===== src/rtl/evt_timer_pkg.sv =====
package evt_timer_pkg;
  localparam int unsigned BUS_W   = 32;
  localparam int unsigned ADDR_W  = 10;
  localparam int unsigned CNT_W   = 64;
  localparam int unsigned WIN_W   = 5;

  // word indices (addr[7:2]) of the global registers
  localparam logic [5:0] W_CAP_LO = 6'h00;
  localparam logic [5:0] W_CAP_HI = 6'h01;
  localparam logic [5:0] W_CFG_LO = 6'h04;
  localparam logic [5:0] W_CFG_HI = 6'h05;
  localparam logic [5:0] W_STAT   = 6'h08;
  localparam logic [5:0] W_CNT_LO = 6'h3C;
  localparam logic [5:0] W_CNT_HI = 6'h3D;

  typedef enum logic [3:0] {
    SEL_NONE,
    SEL_CAP_LO,
    SEL_CAP_HI,
    SEL_CFG_LO,
    SEL_CFG_HI,
    SEL_STAT,
    SEL_CNT_LO,
    SEL_CNT_HI,
    SEL_TIMER
  } reg_sel_e;
endpackage


===== src/rtl/evt_addr_decode.sv =====
module evt_addr_decode
  import evt_timer_pkg::*;
#(
  parameter int unsigned NUM_TIMERS = 3
) (
  input  logic [ADDR_W-1:0]     addr,
  input  logic                  acc,
  output reg_sel_e              sel,
  output logic [NUM_TIMERS-1:0] tmr_hit
);
  localparam logic [WIN_W-1:0] WIN_BASE = WIN_W'(8);

  logic [WIN_W-1:0] win;
  logic             in_win_space;
  logic             win_valid;

  assign in_win_space = (addr[ADDR_W-1:8] != '0);
  assign win          = addr[ADDR_W-1:5] - WIN_BASE;
  assign win_valid    = in_win_space && (32'(win) < NUM_TIMERS);

  always_comb begin
    sel = SEL_NONE;
    if (in_win_space) begin
      if (win_valid) sel = SEL_TIMER;
    end else begin
      case (addr[7:2])
        W_CAP_LO: sel = SEL_CAP_LO;
        W_CAP_HI: sel = SEL_CAP_HI;
        W_CFG_LO: sel = SEL_CFG_LO;
        W_CFG_HI: sel = SEL_CFG_HI;
        W_STAT:   sel = SEL_STAT;
        W_CNT_LO: sel = SEL_CNT_LO;
        W_CNT_HI: sel = SEL_CNT_HI;
        default:  sel = SEL_NONE;
      endcase
    end
  end

  for (genvar n = 0; n < NUM_TIMERS; n++) begin : g_hit
    assign tmr_hit[n] = acc && win_valid && (32'(win) == n);
  end
endmodule


===== src/rtl/evt_main_counter.sv =====
module evt_main_counter
  import evt_timer_pkg::*;
#(
  parameter int unsigned WIDTH = CNT_W
) (
  input  logic             clk,
  input  logic             rst_n,
  input  logic             run,
  input  logic             wr_lo,
  input  logic             wr_hi,
  input  logic [BUS_W-1:0] wdata,
  output logic [WIDTH-1:0] count
);
  localparam int unsigned HALF = WIDTH / 2;

  logic [WIDTH-1:0] cnt_q;
  logic [WIDTH-1:0] cnt_nxt;
  logic             cnt_ce;

  always_comb begin
    cnt_nxt = cnt_q;
    cnt_ce  = 1'b0;
    if (run) begin
      cnt_nxt = cnt_q + WIDTH'(1);
      cnt_ce  = 1'b1;
    end else if (wr_lo) begin
      cnt_nxt = {cnt_q[WIDTH-1:HALF], wdata[HALF-1:0]};
      cnt_ce  = 1'b1;
    end else if (wr_hi) begin
      cnt_nxt = {wdata[HALF-1:0], cnt_q[HALF-1:0]};
      cnt_ce  = 1'b1;
    end
  end

  always_ff @(posedge clk or negedge rst_n) begin
    if (!rst_n)      cnt_q <= '0;
    else if (cnt_ce) cnt_q <= cnt_nxt;
  end

  assign count = cnt_q;
endmodule


===== src/rtl/evt_irq_router.sv =====
module evt_irq_router #(
  parameter int unsigned NUM_TIMERS = 3,
  parameter int unsigned ROUTE_W    = 5,
  parameter int unsigned LEG0_LINE  = 0,
  parameter int unsigned LEG1_LINE  = 8,
  localparam int unsigned NUM_IRQ   = 1 << ROUTE_W
) (
  input  logic                          clk,
  input  logic                          rst_n,
  input  logic                          glb_en,
  input  logic                          legacy,
  input  logic [NUM_TIMERS-1:0]         tmr_en,
  input  logic [NUM_TIMERS*ROUTE_W-1:0] tmr_route,
  input  logic [NUM_TIMERS-1:0]         tmr_expire,
  output logic [NUM_TIMERS-1:0]         fire,
  output logic [NUM_IRQ-1:0]            irq
);
  logic [ROUTE_W-1:0] line [NUM_TIMERS];
  logic [NUM_IRQ-1:0] irq_nxt;
  logic [NUM_IRQ-1:0] irq_q;

  for (genvar t = 0; t < NUM_TIMERS; t++) begin : g_line
    if (t == 0) begin : g_leg0
      assign line[t] = legacy ? ROUTE_W'(LEG0_LINE) : tmr_route[t*ROUTE_W +: ROUTE_W];
    end else if (t == 1) begin : g_leg1
      assign line[t] = legacy ? ROUTE_W'(LEG1_LINE) : tmr_route[t*ROUTE_W +: ROUTE_W];
    end else begin : g_plain
      assign line[t] = tmr_route[t*ROUTE_W +: ROUTE_W];
    end
    assign fire[t] = tmr_expire[t] && tmr_en[t] && glb_en;
  end

  always_comb begin
    irq_nxt = '0;
    for (int t = 0; t < NUM_TIMERS; t++) begin
      if (fire[t]) irq_nxt[line[t]] = 1'b1;
    end
  end

  always_ff @(posedge clk or negedge rst_n) begin
    if (!rst_n) irq_q <= '0;
    else        irq_q <= irq_nxt;
  end

  assign irq = irq_q;
endmodule


===== src/rtl/evt_timer_regs.sv =====
module evt_timer_regs
  import evt_timer_pkg::*;
#(
  parameter int unsigned NUM_TIMERS = 3,
  parameter int unsigned ROUTE_W    = 5,
  parameter logic [15:0] VENDOR_ID  = 16'h8086,
  parameter logic [31:0] TICK_FS    = 32'd10000000,
  localparam int unsigned NUM_IRQ   = 1 << ROUTE_W
) (
  input  logic                          clk,
  input  logic                          rst_n,
  input  logic                          wr_en,
  input  logic                          rd_en,
  input  logic [ADDR_W-1:0]             addr,
  input  logic [BUS_W-1:0]              wdata,
  output logic [BUS_W-1:0]              rdata,
  output logic [NUM_TIMERS-1:0]         tmr_sel,
  output logic                          tmr_wr,
  output logic                          tmr_rd,
  output logic [WIN_W-1:0]              tmr_offs,
  input  logic [NUM_TIMERS*BUS_W-1:0]   tmr_rdata,
  input  logic [NUM_TIMERS-1:0]         tmr_cmp_max,
  input  logic [NUM_TIMERS-1:0]         tmr_en,
  input  logic [NUM_TIMERS*ROUTE_W-1:0] tmr_route,
  input  logic [NUM_TIMERS-1:0]         tmr_expire,
  output logic [NUM_TIMERS-1:0]         tmr_arm,
  output logic                          tmr_disarm,
  output logic [CNT_W-1:0]              main_count,
  output logic [NUM_IRQ-1:0]            irq,
  output logic                          legacy_active
);
  localparam logic [31:0] CAP_LO = {VENDOR_ID, 1'b1, 1'b0, 1'b1,
                                    5'(NUM_TIMERS - 1), 8'h01};

  // reset: asserted asynchronously, released on the clock
  logic [1:0] rst_sync_q;
  logic       rst_i;

  always_ff @(posedge clk or negedge rst_n) begin
    if (!rst_n) rst_sync_q <= '0;
    else        rst_sync_q <= {rst_sync_q[0], 1'b1};
  end
  assign rst_i = rst_sync_q[1];

  // address decode
  reg_sel_e              sel;
  logic [NUM_TIMERS-1:0] hit;

  evt_addr_decode #(.NUM_TIMERS(NUM_TIMERS)) u_dec (
    .addr    (addr),
    .acc     (wr_en | rd_en),
    .sel     (sel),
    .tmr_hit (hit)
  );

  assign tmr_sel  = hit;
  assign tmr_wr   = wr_en && (hit != '0);
  assign tmr_rd   = rd_en && (hit != '0);
  assign tmr_offs = addr[WIN_W-1:0];

  // configuration
  logic en_q, en_nxt, leg_q, leg_nxt, cfg_wr;

  assign cfg_wr = wr_en && (sel == SEL_CFG_LO);

  always_comb begin
    en_nxt  = en_q;
    leg_nxt = leg_q;
    if (cfg_wr) begin
      en_nxt  = wdata[0];
      leg_nxt = wdata[1];
    end
  end

  always_ff @(posedge clk or negedge rst_i) begin
    if (!rst_i) begin
      en_q  <= 1'b0;
      leg_q <= 1'b0;
    end else if (cfg_wr) begin
      en_q  <= en_nxt;
      leg_q <= leg_nxt;
    end
  end

  assign legacy_active = leg_q;

  // arm / disarm pulses on enable edges
  logic [NUM_TIMERS-1:0] arm_q, arm_nxt;
  logic                  dis_q, dis_nxt;

  always_comb begin
    arm_nxt = '0;
    dis_nxt = 1'b0;
    if (cfg_wr && wdata[0] && !en_q)  arm_nxt = ~tmr_cmp_max;
    if (cfg_wr && !wdata[0] && en_q)  dis_nxt = 1'b1;
  end

  always_ff @(posedge clk or negedge rst_i) begin
    if (!rst_i) begin
      arm_q <= '0;
      dis_q <= 1'b0;
    end else begin
      arm_q <= arm_nxt;
      dis_q <= dis_nxt;
    end
  end

  assign tmr_arm    = arm_q;
  assign tmr_disarm = dis_q;

  // main counter
  logic cnt_wr_lo, cnt_wr_hi, cnt_wr_any;

  assign cnt_wr_lo  = wr_en && (sel == SEL_CNT_LO);
  assign cnt_wr_hi  = wr_en && (sel == SEL_CNT_HI);
  assign cnt_wr_any = cnt_wr_lo | cnt_wr_hi;

  evt_main_counter #(.WIDTH(CNT_W)) u_cnt (
    .clk   (clk),
    .rst_n (rst_i),
    .run   (en_q),
    .wr_lo (cnt_wr_lo),
    .wr_hi (cnt_wr_hi),
    .wdata (wdata),
    .count (main_count)
  );

  // interrupt routing
  logic [NUM_TIMERS-1:0] fire;

  evt_irq_router #(
    .NUM_TIMERS (NUM_TIMERS),
    .ROUTE_W    (ROUTE_W)
  ) u_irq (
    .clk        (clk),
    .rst_n      (rst_i),
    .glb_en     (en_q),
    .legacy     (leg_q),
    .tmr_en     (tmr_en),
    .tmr_route  (tmr_route),
    .tmr_expire (tmr_expire),
    .fire       (fire),
    .irq        (irq)
  );

  // status register, write one to clear, set wins
  logic [NUM_TIMERS-1:0] stat_q, stat_nxt, stat_clr;
  logic                  stat_ce;

  always_comb begin
    stat_clr = '0;
    if (wr_en && (sel == SEL_STAT)) stat_clr = wdata[NUM_TIMERS-1:0];
    stat_nxt = (stat_q & ~stat_clr) | fire;
    stat_ce  = (stat_clr != '0) || (fire != '0);
  end

  always_ff @(posedge clk or negedge rst_i) begin
    if (!rst_i)       stat_q <= '0;
    else if (stat_ce) stat_q <= stat_nxt;
  end

  // read mux and registered read data
  logic [BUS_W-1:0] rd_mux, rdata_q;

  always_comb begin
    rd_mux = '0;
    case (sel)
      SEL_CAP_LO: rd_mux = CAP_LO;
      SEL_CAP_HI: rd_mux = TICK_FS;
      SEL_CFG_LO: rd_mux = {{(BUS_W-2){1'b0}}, leg_q, en_q};
      SEL_CFG_HI: rd_mux = '0;
      SEL_STAT:   rd_mux = BUS_W'(stat_q);
      SEL_CNT_LO: rd_mux = main_count[BUS_W-1:0];
      SEL_CNT_HI: rd_mux = main_count[CNT_W-1:BUS_W];
      SEL_TIMER: begin
        for (int n = 0; n < NUM_TIMERS; n++) begin
          if (hit[n]) rd_mux = tmr_rdata[n*BUS_W +: BUS_W];
        end
      end
      default:    rd_mux = '0;
    endcase
  end

  always_ff @(posedge clk or negedge rst_i) begin
    if (!rst_i)     rdata_q <= '0;
    else if (rd_en) rdata_q <= rd_mux;
  end

  assign rdata = rdata_q;
endmodule


===== config.mk =====
export PLATFORM = sky130hd
export DESIGN_NAME = evt_timer_regs
export DESIGN_NICKNAME = d
export VERILOG_FILES = /design/src/rtl/evt_timer_pkg.sv /design/src/rtl/evt_addr_decode.sv /design/src/rtl/evt_main_counter.sv /design/src/rtl/evt_irq_router.sv /design/src/rtl/evt_timer_regs.sv
export SDC_FILE = /design/constraint.sdc
export NUM_CORES = 1
export LEC_CHECK = 0
export ABC_AREA = 1
export CAP_MARGIN = 40
export CORE_MARGIN = 4
export CORE_UTILIZATION = 35
export CTS_CLUSTER_SIZE = 8
export DETAILED_ROUTE_END_ITERATION = 16
export DONT_BUFFER_PORTS = 1
export PLACE_DENSITY_LB_ADDON = 0.08
export SLEW_MARGIN = 5
export SYNTH_ARGS = -nofsm -noshare
export SYNTH_HDL_FRONTEND = slang
export SYNTH_HIERARCHICAL = 1
export SYNTH_SLANG_ARGS = --single-unit

===== constraint.sdc =====
create_clock -name clk -period 7.87 [get_ports clk]
set_clock_uncertainty 0.15 [all_clocks]
set_input_delay 1.574 -clock clk [delete_from_list [all_inputs] [get_ports clk]]
set_output_delay 1.574 -clock clk [all_outputs]
set_load 0.005 [all_outputs]

==> summary.md <==
| Metric | Value |
|---|---|
| Die W | around 180 um |
| Vias in the first global route | between 10000 and 15000 |
| Drt total wl | ~42 mm |
| # IOs | around 310 |
| Leakage power | 5.32 nW |
| RSZ-0062 raised after global routing | false |
| Antenna viol nets, final | 0 |
| Relative slew slack | between 40% and 50% |
| Rows | 61 |
| Hold Fails Final Rpt | 0 |
| Pre-CTS setup slack | ~2.3 ns |
| Buf/Inv on CP | 5 |
| Pin count of the biggest net entering global routing | 65 |
| Port-buffer cells | 0 |
| Die Y | ~180 um |
| CTS root buf | clkbuf_16 |
| DRT iter0 DRCs | around 900 |
| Crit path capture type | primary output |
| Buffer count from post-CTS setup fixing | 0 |
| Crit share post-route | 71.1% |
| DRC errors left | 0 |
| Post-synthesis sequential area ratio | roughly a third |
| Post-Syn Nets | roughly 1800 |
| Syn avg cell area | ~6.2 um^2 |
| Worst Max-Slew Pin Slew | 0.828 ns |
| Final slew viol count | 0 |
| Setup violators final | 0 |
| Gr ovfl total | 0 |
| CP arrival | 3.87 ns |
| Startpoint Class | input pin |
| Cells after synthesis | ~1600 |
| Max FO, Critical Path | 34 |
| Most frequent cells in the layout | nand2_1, nor2_1, nand3_1 |
| GRT Total Usage | 26.4% |
| Core ar. | between 20000 and 30000 um^2 |
| Maximum clock rate | roughly 180 MHz |
| # resized after CTS | 0 |
| Clk buf depth | 2 |
| Mapped Area | 9960 um^2 |
| Reg clk slew, reported paths | around 0.06 ns |
| Routability Congestion | 0.923 |
| Vias/cell | between 5 and 6 |
| Setup TNS | 0 ns |
| CP delay by family, top | buffers and inverters |
| # diodes | 0 |
| Layout cell share with drive strength beyond 1 | between 6 and 7% |
| Hold crit path type | reg -> async |
| Yosys warning count | 6 |
| Die ar. | 31200 um^2 |
| Routed len/inst | approximately 21 um |
| Clock Latency Late Sink | around 0.43 ns |
| Power Dens Cells | between 150 and 200 nW/um^2 |
| DRT Pass-1 Iters | 7 |
| Post-synthesis cell type count | 36 |
| Initial antenna violation count | 0 |
| HPWL after DPL | ~32 mm |
| CP max stage delay | around 0.57 ns |
| CP required | a little over 6 ns |
| Outcome | completed |
| Htree depth | 4 |
| CP Cell Sequence | inv_1, ha_1, inv_1, nand4_1, nor3_2, buf_4, clkinv_1, buf_16, a31oi_1 |
| Via count | ~10000 |
| Number of synthesized register bits | 139 |
| Fillers | 3141 |
| Initial Utilization | 35.7% |
| CTS Buf Count | 17 |
| Worst VDD drop | between 0.08 and 0.09 mV |
| CTS tree | built |
| Worst setup margin | between 2 and 2.5 ns |
| Min Tclk post-route | between 5 and 6 ns |
| Crit path kind | in -> out |
| Commonest non-fill, non-tap cell in the layout | nand2_1 |
| Hold_buf cts | 0 |
| CP dominant cell by count | inv_1 |
| Max-cap viol count | 0 |
| Clock Sinks | about 140 |
| Slowest cell on crit path | clkinv_1 |
| Layout area overhead | 9.57% |
| Global-route wire length before repair | about 63 mm |
| Final nets | 1754 |
[path summary, 6_finish.rpt]
path                                         startpoint                          end  slack, ns  cells after the start
worst max-delay path                            addr[8]                       tmr_wr       2.27                      9
worst min-delay path            rst_sync_q[1]$_DFF_PN0_  u_cnt/count[30]$_DFFE_PN0P_       0.16                      0
worst max register to register         en_q$_DFFE_PN0N_       u_irq/irq[1]$_DFF_PN0_       5.39                      5
worst min register to register  rst_sync_q[1]$_DFF_PN0_  u_cnt/count[30]$_DFFE_PN0P_       0.16                      0
max in group asynchronous       rst_sync_q[1]$_DFF_PN0_             en_q$_DFFE_PN0N_       6.45                      2
min in group clk                rst_sync_q[0]$_DFF_PN0_      rst_sync_q[1]$_DFF_PN0_       0.21                      0
[registers in the layout, indices dropped and copies added, names as in the netlist]
register       cells
stat_q             3
u_cnt/count       64
tmr_disarm         1
rst_sync_q         2
rdata             32
tmr_arm            3
legacy_active      1
u_irq/irq         32
en_q               1
[per-layer routing]
metal  global-route usage, %  wire length, um
met5                       0                0
met4                    6.38              842
met3                    7.31             3750
met2                    42.7            19200
met1                    35.2            18200
[final cells by class]
type / count / area [um^2] / share of cell area, %
well taps: 378 / 473 / 4.33
multi-input cells: 1302 / 5800 / 53.1
inverters: 111 / 417 / 3.82
flip-flops and latches: 139 / 3480 / 31.9
repair buffers: 14 / 178 / 1.63
clock buffers: 18 / 429 / 3.93
clock inverters: 14 / 136 / 1.25
[power breakdown]
| group | internal (mW) | total (mW) | switching (mW) |
|---|---|---|---|
| Clock | 0.442 | 0.801 | 0.359 |
| Sequential | 0.753 | 0.879 | 0.126 |
| Combinational | 0.106 | 0.330 | 0.224 |
| Total | 1.30 | 2.01 | 0.710 |
[cell usage after synthesis]
master / instances / area share (%)
nand2_4: 3 / 0.34
and3_2: 1 / 0.075
buf_2: 15 / 0.75
nor2_4: 9 / 1.0
xnor2_1: 12 / 1.1
buf_6: 3 / 0.34
o221ai_1: 3 / 0.26
conb_1: 1 / 0.038
nor3_2: 1 / 0.10
nand4_1: 9 / 0.57
o21bai_1: 23 / 1.7
or2_0: 1 / 0.063
nand3b_1: 5 / 0.38
o21ai_0: 46 / 2.3
a21oi_1: 71 / 3.6
inv_1: 97 / 3.7
nor2_8: 2 / 0.40
o21ai_1: 2 / 0.10
o211ai_1: 10 / 0.75
nor2_2: 10 / 0.63
nor3_1: 3 / 0.15
ha_1: 3 / 0.38
xor2_1: 8 / 0.70
clkinv_1: 2 / 0.075
clkbuf_1: 28 / 1.1
nand2_1: 611 / 23
nand3_1: 165 / 8.3
buf_4: 7 / 0.53
dfrtp_1: 139 / 35
a21o_1: 1 / 0.075
inv_2: 12 / 0.45
a22oi_1: 6 / 0.45
nand2_2: 14 / 0.88
buf_1: 6 / 0.23
nor2_1: 280 / 11
a31oi_1: 2 / 0.13
[cells by family after synthesis]
logic type	after synthesis	share of synthesized area [%]
flops	139	34.9
fa+ha+maj	3	0.377
simple gates	1114	46.5
compound gates	164	9.38
buf+inv	170	7.08
xor+xnor	20	1.76
other cells	1	0.0376
[through the flow]
stage	hold slack, ns	power [mW]	instances	instance area (um^2)	utilization [%]
3_3_place_gp	0.188	1.21	1940	10200	36.7
3_5_place_dp	0.191	1.22	1944	10400	37.1
5_1_grt	0.212	2.11	1976	10900	39.1
6_report	0.158	2.01	1976	10900	39.1
2_1_floorplan	0.181	1.09	1611	9960	-
4_1_cts	0.194	2.03	1976	10900	39.1
(Power assumes the default switching activity.)
